--- src/rtl/stick_pkg.sv ---
package stick_pkg;
   // register byte offsets (software decodes these)
   localparam int unsigned REG_CTRL   = 'h10;
   localparam int unsigned REG_RELOAD = 'h14;
   localparam int unsigned REG_CUR    = 'h18;
   localparam int unsigned REG_CALIB  = 'h1C;

   // control register bit positions
   localparam int unsigned BIT_RUN   = 0;
   localparam int unsigned BIT_INTEN = 1;
   localparam int unsigned BIT_CLK   = 2;
   localparam int unsigned BIT_FLAG  = 16;

   typedef struct packed {
      logic clk_core;
      logic inten;
      logic run;
   } ctrl_t;

   typedef enum logic [2:0] {
      SEL_NONE,
      SEL_CTRL,
      SEL_RELOAD,
      SEL_CUR,
      SEL_CALIB
   } reg_sel_e;
endpackage

--- src/rtl/stick_bus_dec.sv ---
module stick_bus_dec
   import stick_pkg::*;
#(
   parameter int unsigned ADDR_W    = 12,
   parameter int unsigned DATA_W    = 32,
   parameter int unsigned CNT_W     = 24,
   parameter int unsigned CALIB_VAL = 0
) (
   input  logic              bus_valid,
   input  logic              bus_write,
   input  logic [ADDR_W-1:0] bus_addr,
   input  ctrl_t             ctrl_q,
   input  logic              flag_q,
   input  logic [CNT_W-1:0]  reload_q,
   input  logic [CNT_W-1:0]  cnt_q,
   output logic              wr_ctrl,
   output logic              wr_reload,
   output logic              wr_cur,
   output logic              rd_ctrl,
   output logic [DATA_W-1:0] rdata
);
   localparam logic [DATA_W-1:0] CALIB_WORD = DATA_W'(CALIB_VAL);

   reg_sel_e sel;

   always_comb begin
      sel = SEL_NONE;
      if (bus_valid) begin
         if (bus_addr == ADDR_W'(REG_CTRL))        sel = SEL_CTRL;
         else if (bus_addr == ADDR_W'(REG_RELOAD)) sel = SEL_RELOAD;
         else if (bus_addr == ADDR_W'(REG_CUR))    sel = SEL_CUR;
         else if (bus_addr == ADDR_W'(REG_CALIB))  sel = SEL_CALIB;
      end
   end

   assign wr_ctrl   = (sel == SEL_CTRL)   &&  bus_write;
   assign wr_reload = (sel == SEL_RELOAD) &&  bus_write;
   assign wr_cur    = (sel == SEL_CUR)    &&  bus_write;
   assign rd_ctrl   = (sel == SEL_CTRL)   && !bus_write;

   always_comb begin
      rdata = '0;
      if (!bus_write) begin
         unique case (sel)
            SEL_CTRL: begin
               rdata[BIT_RUN]   = ctrl_q.run;
               rdata[BIT_INTEN] = ctrl_q.inten;
               rdata[BIT_CLK]   = ctrl_q.clk_core;
               rdata[BIT_FLAG]  = flag_q;
            end
            SEL_RELOAD: rdata[CNT_W-1:0] = reload_q;
            SEL_CUR:    rdata[CNT_W-1:0] = ctrl_q.run ? cnt_q : '0;
            SEL_CALIB:  rdata = CALIB_WORD;
            default:    rdata = '0;
         endcase
      end
   end
endmodule

--- src/rtl/stick_tick_sel.sv ---
module stick_tick_sel #(
   parameter bit REF_EDGE = 1'b0
) (
   input  logic clk,
   input  logic rst_n,
   input  logic clk_core,
   input  logic tick_en,
   output logic adv
);
   logic ref_adv;

   generate
      if (REF_EDGE) begin : g_edge
         // reference input may be a level; step once per rising edge
         logic tick_d;
         always_ff @(posedge clk or negedge rst_n) begin
            if (!rst_n) tick_d <= 1'b0;
            else        tick_d <= tick_en;
         end
         assign ref_adv = tick_en & ~tick_d;
      end else begin : g_level
         logic unused_tie;
         assign unused_tie = clk ^ rst_n;
         assign ref_adv    = tick_en;
      end
   endgenerate

   assign adv = clk_core ? 1'b1 : ref_adv;
endmodule

--- src/rtl/stick_count.sv ---
module stick_count #(
   parameter int unsigned CNT_W = 24
) (
   input  logic             clk,
   input  logic             rst_n,
   input  logic             step,
   input  logic             load,
   input  logic [CNT_W-1:0] reload_val,
   output logic [CNT_W-1:0] cnt_q,
   output logic             expire
);
   localparam logic [CNT_W-1:0] ONE = CNT_W'(1);

   logic at_zero;
   assign at_zero = (cnt_q == '0);

   // reaching zero, or sitting at zero with nothing to reload
   assign expire = step & ((cnt_q == ONE) | (at_zero & (reload_val == '0)));

   always_ff @(posedge clk or negedge rst_n) begin
      if (!rst_n)       cnt_q <= '0;
      else if (load)    cnt_q <= reload_val;
      else if (step) begin
         if (at_zero)   cnt_q <= reload_val;
         else           cnt_q <= cnt_q - ONE;
      end
   end

   p_load_r7: assert property (@(posedge clk) disable iff (!rst_n)
      load |=> cnt_q == $past(reload_val));
   p_dec_r4: assert property (@(posedge clk) disable iff (!rst_n)
      (step && !load && cnt_q > ONE) |=> cnt_q == $past(cnt_q) - ONE);
   p_wrap_r4: assert property (@(posedge clk) disable iff (!rst_n)
      (step && !load && at_zero) |=> cnt_q == $past(reload_val));
   p_hold_r9: assert property (@(posedge clk) disable iff (!rst_n)
      (!step && !load) |=> $stable(cnt_q));
endmodule

--- src/rtl/stick_ctrl.sv ---
module stick_ctrl
   import stick_pkg::*;
#(
   parameter int unsigned CNT_W = 24
) (
   input  logic             clk,
   input  logic             rst_n,
   input  logic             wr_ctrl,
   input  logic             wr_reload,
   input  logic             wr_cur,
   input  logic             rd_ctrl,
   input  logic [2:0]       wctrl,
   input  logic [CNT_W-1:0] wcnt,
   input  logic             adv,
   input  logic             expire,
   output ctrl_t            ctrl_q,
   output logic             flag_q,
   output logic [CNT_W-1:0] reload_q,
   output logic             irq_q,
   output logic             load,
   output logic             step
);
   logic w_run, w_clk, stop_wr, restart, autostop;

   assign w_run    = wctrl[BIT_RUN];
   assign w_clk    = wctrl[BIT_CLK];
   assign stop_wr  = wr_ctrl & ~w_run;
   // start from idle, or clock source switched while running
   assign restart  = wr_ctrl & w_run & (~ctrl_q.run | (w_clk != ctrl_q.clk_core));
   assign load     = wr_cur | restart;
   assign step     = ctrl_q.run & adv & ~load & ~stop_wr;
   assign autostop = expire & (reload_q == '0);

   always_ff @(posedge clk or negedge rst_n) begin
      if (!rst_n) begin
         ctrl_q   <= '0;
         reload_q <= '0;
         flag_q   <= 1'b0;
         irq_q    <= 1'b0;
      end else begin
         if (wr_ctrl) begin
            ctrl_q.run      <= w_run & ~autostop;
            ctrl_q.inten    <= wctrl[BIT_INTEN];
            ctrl_q.clk_core <= w_clk;
         end else if (autostop) begin
            ctrl_q.run <= 1'b0;
         end
         if (wr_reload) reload_q <= wcnt;
         if (wr_cur)       flag_q <= 1'b0;
         else if (expire)  flag_q <= 1'b1;
         else if (rd_ctrl) flag_q <= 1'b0;
         irq_q <= expire & ctrl_q.inten;
      end
   end

   p_irq_single_r5: assert property (@(posedge clk) disable iff (!rst_n)
      irq_q |=> !irq_q);
   p_irq_flag_r5: assert property (@(posedge clk) disable iff (!rst_n)
      irq_q |-> flag_q);
   p_autostop_r6: assert property (@(posedge clk) disable iff (!rst_n)
      (expire && reload_q == '0) |=> !ctrl_q.run);
   p_rdclr_r3: assert property (@(posedge clk) disable iff (!rst_n)
      (rd_ctrl && !expire) |=> !flag_q);
   p_curclr_r7: assert property (@(posedge clk) disable iff (!rst_n)
      wr_cur |=> !flag_q);
   p_no_step_idle_r8: assert property (@(posedge clk) disable iff (!rst_n)
      !ctrl_q.run |-> !expire);
endmodule

--- src/rtl/sys_tick_timer.sv ---
module sys_tick_timer
   import stick_pkg::*;
#(
   parameter int unsigned ADDR_W    = 12,
   parameter int unsigned DATA_W    = 32,
   parameter int unsigned CNT_W     = 24,
   parameter int unsigned CALIB_VAL = 'h0000_2710,
   parameter bit          REF_EDGE  = 1'b0
) (
   input  logic              clk,
   input  logic              rst_n,
   input  logic              tick_en,
   input  logic              bus_valid,
   input  logic              bus_write,
   input  logic [ADDR_W-1:0] bus_addr,
   input  logic [DATA_W-1:0] bus_wdata,
   output logic [DATA_W-1:0] bus_rdata,
   output logic              tick_irq
);
   generate
      if (DATA_W <= BIT_FLAG) begin : g_bad_data_w
         $error("DATA_W must hold the count flag bit");
      end
      if (CNT_W < 2 || CNT_W >= DATA_W) begin : g_bad_cnt_w
         $error("CNT_W must be at least 2 and narrower than DATA_W");
      end
      if (ADDR_W < 5) begin : g_bad_addr_w
         $error("ADDR_W too small for the register offsets");
      end
   endgenerate

   ctrl_t            ctrl_q;
   logic             flag_q, irq_q, load, step, adv, expire;
   logic             wr_ctrl, wr_reload, wr_cur, rd_ctrl;
   logic [CNT_W-1:0] reload_q, cnt_q;
   logic             unused_wdata;

   assign unused_wdata = ^bus_wdata[DATA_W-1:CNT_W];

   stick_bus_dec #(
      .ADDR_W(ADDR_W), .DATA_W(DATA_W), .CNT_W(CNT_W), .CALIB_VAL(CALIB_VAL)
   ) u_dec (
      .bus_valid(bus_valid), .bus_write(bus_write), .bus_addr(bus_addr),
      .ctrl_q(ctrl_q), .flag_q(flag_q), .reload_q(reload_q), .cnt_q(cnt_q),
      .wr_ctrl(wr_ctrl), .wr_reload(wr_reload), .wr_cur(wr_cur),
      .rd_ctrl(rd_ctrl), .rdata(bus_rdata)
   );

   stick_tick_sel #(.REF_EDGE(REF_EDGE)) u_tsel (
      .clk(clk), .rst_n(rst_n), .clk_core(ctrl_q.clk_core),
      .tick_en(tick_en), .adv(adv)
   );

   stick_ctrl #(.CNT_W(CNT_W)) u_ctrl (
      .clk(clk), .rst_n(rst_n),
      .wr_ctrl(wr_ctrl), .wr_reload(wr_reload), .wr_cur(wr_cur), .rd_ctrl(rd_ctrl),
      .wctrl(bus_wdata[2:0]), .wcnt(bus_wdata[CNT_W-1:0]),
      .adv(adv), .expire(expire),
      .ctrl_q(ctrl_q), .flag_q(flag_q), .reload_q(reload_q), .irq_q(irq_q),
      .load(load), .step(step)
   );

   stick_count #(.CNT_W(CNT_W)) u_cnt (
      .clk(clk), .rst_n(rst_n), .step(step), .load(load),
      .reload_val(reload_q), .cnt_q(cnt_q), .expire(expire)
   );

   assign tick_irq = irq_q;

   p_cur_off_r8: assert property (@(posedge clk) disable iff (!rst_n)
      (bus_valid && !bus_write && bus_addr == ADDR_W'(REG_CUR) && !ctrl_q.run)
      |-> bus_rdata == '0);
endmodule

--- config.mk ---
export PLATFORM = sky130hd
export DESIGN_NAME = sys_tick_timer
export DESIGN_NICKNAME = d
export VERILOG_FILES = /design/src/rtl/stick_pkg.sv /design/src/rtl/stick_bus_dec.sv /design/src/rtl/stick_tick_sel.sv /design/src/rtl/stick_count.sv /design/src/rtl/stick_ctrl.sv /design/src/rtl/sys_tick_timer.sv
export SDC_FILE = /design/constraint.sdc
export NUM_CORES = 1
export LEC_CHECK = 0
export BUFFER_PORTS_ARGS = -buffer_cell sky130_fd_sc_hd__buf_2
export CAP_MARGIN = 20
export CORE_MARGIN = 3
export CORE_UTILIZATION = 39
export CTS_CLUSTER_SIZE = 25
export DETAILED_ROUTE_END_ITERATION = 6
export SETUP_SLACK_MARGIN = 0.2
export SLEW_MARGIN = 5
export SYNTH_ARGS = -nofsm -noshare
export SYNTH_HDL_FRONTEND = slang
export SYNTH_SLANG_ARGS = --single-unit
--- constraint.sdc ---
create_clock -name clk -period 3.8 [get_ports clk]
set_input_delay 0.19 -clock clk [delete_from_list [all_inputs] [get_ports clk]]
set_output_delay 0.19 -clock clk [all_outputs]
set_load 0.05 [all_outputs]
==> flow_summary.ini <==
[run_status]
status = completed

[critical_path]
r2r-end = u_cnt.cnt_q[23]$_DFFE_PN0P_
crit_fanout = 12
crit_type = in2out
critPathRequiredTime_ns = 3.61
worstPathCellList = buf_2, or4b_1, nor3_1, and3_1, buf_4, a21oi_1, nor2_1, buf_2
start_kind = input port
slowest_stage = and3_1
cpPeakStageDelay_ns = 0.59
worstSetupEndpointType = output port
ff2ff_path_depth = 8
regToRegStartpoint = u_cnt.cnt_q[0]$_DFFE_PN0P_
r2r_slack_ns = 1.08
cp_num_buf_inv = 3
worstPathArrival_ns = 2.68
cpLargestDelayFamily = simple AND/OR/NAND/NOR gates
cp_num_cells = 8
crit_top_cell = buf_2

[floorplan]
rows = 33
start_util = 0.413
chipWidth_microns = 101
core_area_sq_mm = 0.00846
die_area_sq_mm = 0.0101
ios = 82
die_h_microns = 101

[pwr]
irDropWorstVdd_mv = 0.127
power_leakage_uw = 0.00187
power_density_mw_per_mm2 = 247

[sta]
fin_setup_tns_ns = 0
holdWs_ns = 0.102
fin_crit_ns = 2.87
grt_setup_unrepaired = false
finalSetupViolations = 0
worstMarginPinSlew_ns = 0.831
fin_skew_ns = 0.00754
fin_crit_sh = 0.755
max_freq_ghz = 0.349
maxSlewViolCount = 0
slew-limit-headroom = 0.446
hold_viol_final = 0

[flow_run]
drv_cap = 0

[global_routing]
grt_usage = 0.190
antenna_found_initial = 0
grt-ovfl-total = 0
first_global_vias = 3055
grt_start_max_net_pins = 42
grt_pass1_wl_microns = 15600

[yosys]
avgSynthCellArea_sq_um = 8.70
netlist_instances = 402
syn_area_sq_mm = 0.00350
synth-async-reset-ratio = 1.00
synth_cell_types = 52
ys_ff_latch = 53
synth-edff-count = 0
ys_seq_area_frac = 0.379
synth_ff_type = dfrtp_1
ys_warn_count = 0

[worst_hold_path]
whs_endpoint = u_ctrl.reload_q[14]$_DFFE_PN0P_
hold_class = in2reg
hp-start = bus_wdata[14]
hold_depth = 2

[routing]
drt_iter0_markers = 177
vias_per_cell = 5.77
drcViolationCount = 0
firstDrtPassIters = 4
via_count = 3221
antenna_left = 0
wl_microns = 9520
wl_per_cell_microns = 17.1

[clocking]
cts-hold-fix-buffers = 1
cts_root_buf = clkbuf_8
post_cts_buffers = 0
cts_tree = done
cts_inserted_buffers = 5
cts.sinks = 53
clk_pin_slew_ns = 0.10
ctsResizeCount = 0
clk_latency_ns = 0.31
clockBufferDepth = 2
h-tree-depth = 2

[placed_design]
routabilityCongestion = 0.844
place_hpwl_microns = 6830
port_buffers = 65

[final_layout]
final_common_cell = buf_2
post_route_cells_drive_above_1_share = 0.283
final_nets = 504
fin_util = 0.461
fillers = 844
syn_to_final_growth_pct = 11.7
layout_common_cells = 65 x buf_2, 53 x nor2_1, 53 x dfrtp_1
diodes = 0
[layout make-up]
class / count / area (sq um) / area share
well taps: 105 / 131 / 0.0336
clock buffers: 5 / 68.8 / 0.0176
inverters: 3 / 11.3 / 0.00288
flip-flops and latches: 53 / 1330 / 0.340
clock inverters: 3 / 17.5 / 0.00448
repair buffers: 73 / 388 / 0.0993
multi-input cells: 316 / 1960 / 0.503
[worst register-to-register path, stage by stage (launching register included)]
cell and delay, ns:
dfrtp_1 0.47, inv_1 0.14, ha_1 0.28, and4b_1 0.21
a2bb2oi_2 0.66, buf_4 0.43, and3_1 0.21, a21oi_1 0.04
o21ai_0 0.20
[through the flow]
stage,area [sq um],std cells,power [uW],setup slack (ns)
2_1_floorplan,3520,409,620,1.07
3_3_place_gp,3810,549,651,0.966
3_5_place_dp,3810,549,652,0.965
4_1_cts,3910,558,978,0.963
5_1_grt,3910,558,1000,0.712
6_report,3910,558,966,0.932
[synth_stat cells (3+ instances only)]
library cell  instances  share of area
a21oi_1              47          0.067
a21oi_2               5          0.013
a22oi_1              15          0.032
buf_2                 7          0.010
buf_4                11          0.024
buf_6                 5          0.016
clkbuf_1             13          0.014
dfrtp_1              53           0.38
ha_1                  3          0.011
inv_1                 3         0.0032
mux2_2               26          0.084
mux2i_1               4          0.011
nand2_1              20          0.021
nand2b_1              4         0.0072
nand3_1              13          0.019
nand4_1              14          0.025
nor2_1               53          0.057
nor3_1               11          0.016
nor3b_1               3         0.0064
nor4_1               11          0.020
o21ai_0              29          0.042
o31ai_1               6          0.013
or3_1                 3         0.0054
or4_1                 5          0.011
[how the worst max path moves through the flow]
stage | endpoint | from
after floorplan | bus_rdata[0] | bus_addr[11]
after global placement | bus_rdata[16] | bus_addr[11]
after detailed placement | bus_rdata[16] | bus_addr[11]
after CTS | bus_rdata[16] | bus_addr[11]
after global routing | bus_rdata[23] | bus_addr[11]
final | bus_rdata[16] | bus_addr[11]
[kinds of logic after synthesis]
group	Yosys count	synth area share
adders and majority gates	3	0.0107
AOI/OAI and AO/OA	115	0.202
buffers and inverters	40	0.0684
muxes	30	0.0952
xor gates and xnor gates	2	0.00501
other	1	0.00107
and+or+nand+nor	158	0.239
DFF	53	0.379
[state kept, by name, indices dropped and copies added (netlist names)]
name and cells:
u_cnt.cnt_q 24, u_ctrl.flag_q 1, u_ctrl.reload_q 24, u_ctrl.ctrl_q 3, u_ctrl.irq_q 1
[routing by layer]
layer	wire length [microns]	share of wire	up-vias	track usage
li1	-	-	1558	-
met2	4580	0.48	90	0.316
met3	423	0.044	8	0.0228
met1	4400	0.46	1565	0.266
met5	0	0	-	0
met4	123	0.013	0	0.0425
[report_power, final]
group	leakage (uW)	internal (uW)	total, uW	switching, uW
Combinational	0.00109	23.6	73.4	49.8
Clock	0.0000439	128	326	198
Sequential	0.000731	565	567	2.02
Total	0.00187	717	966	250
(Power assumes the default switching activity.)
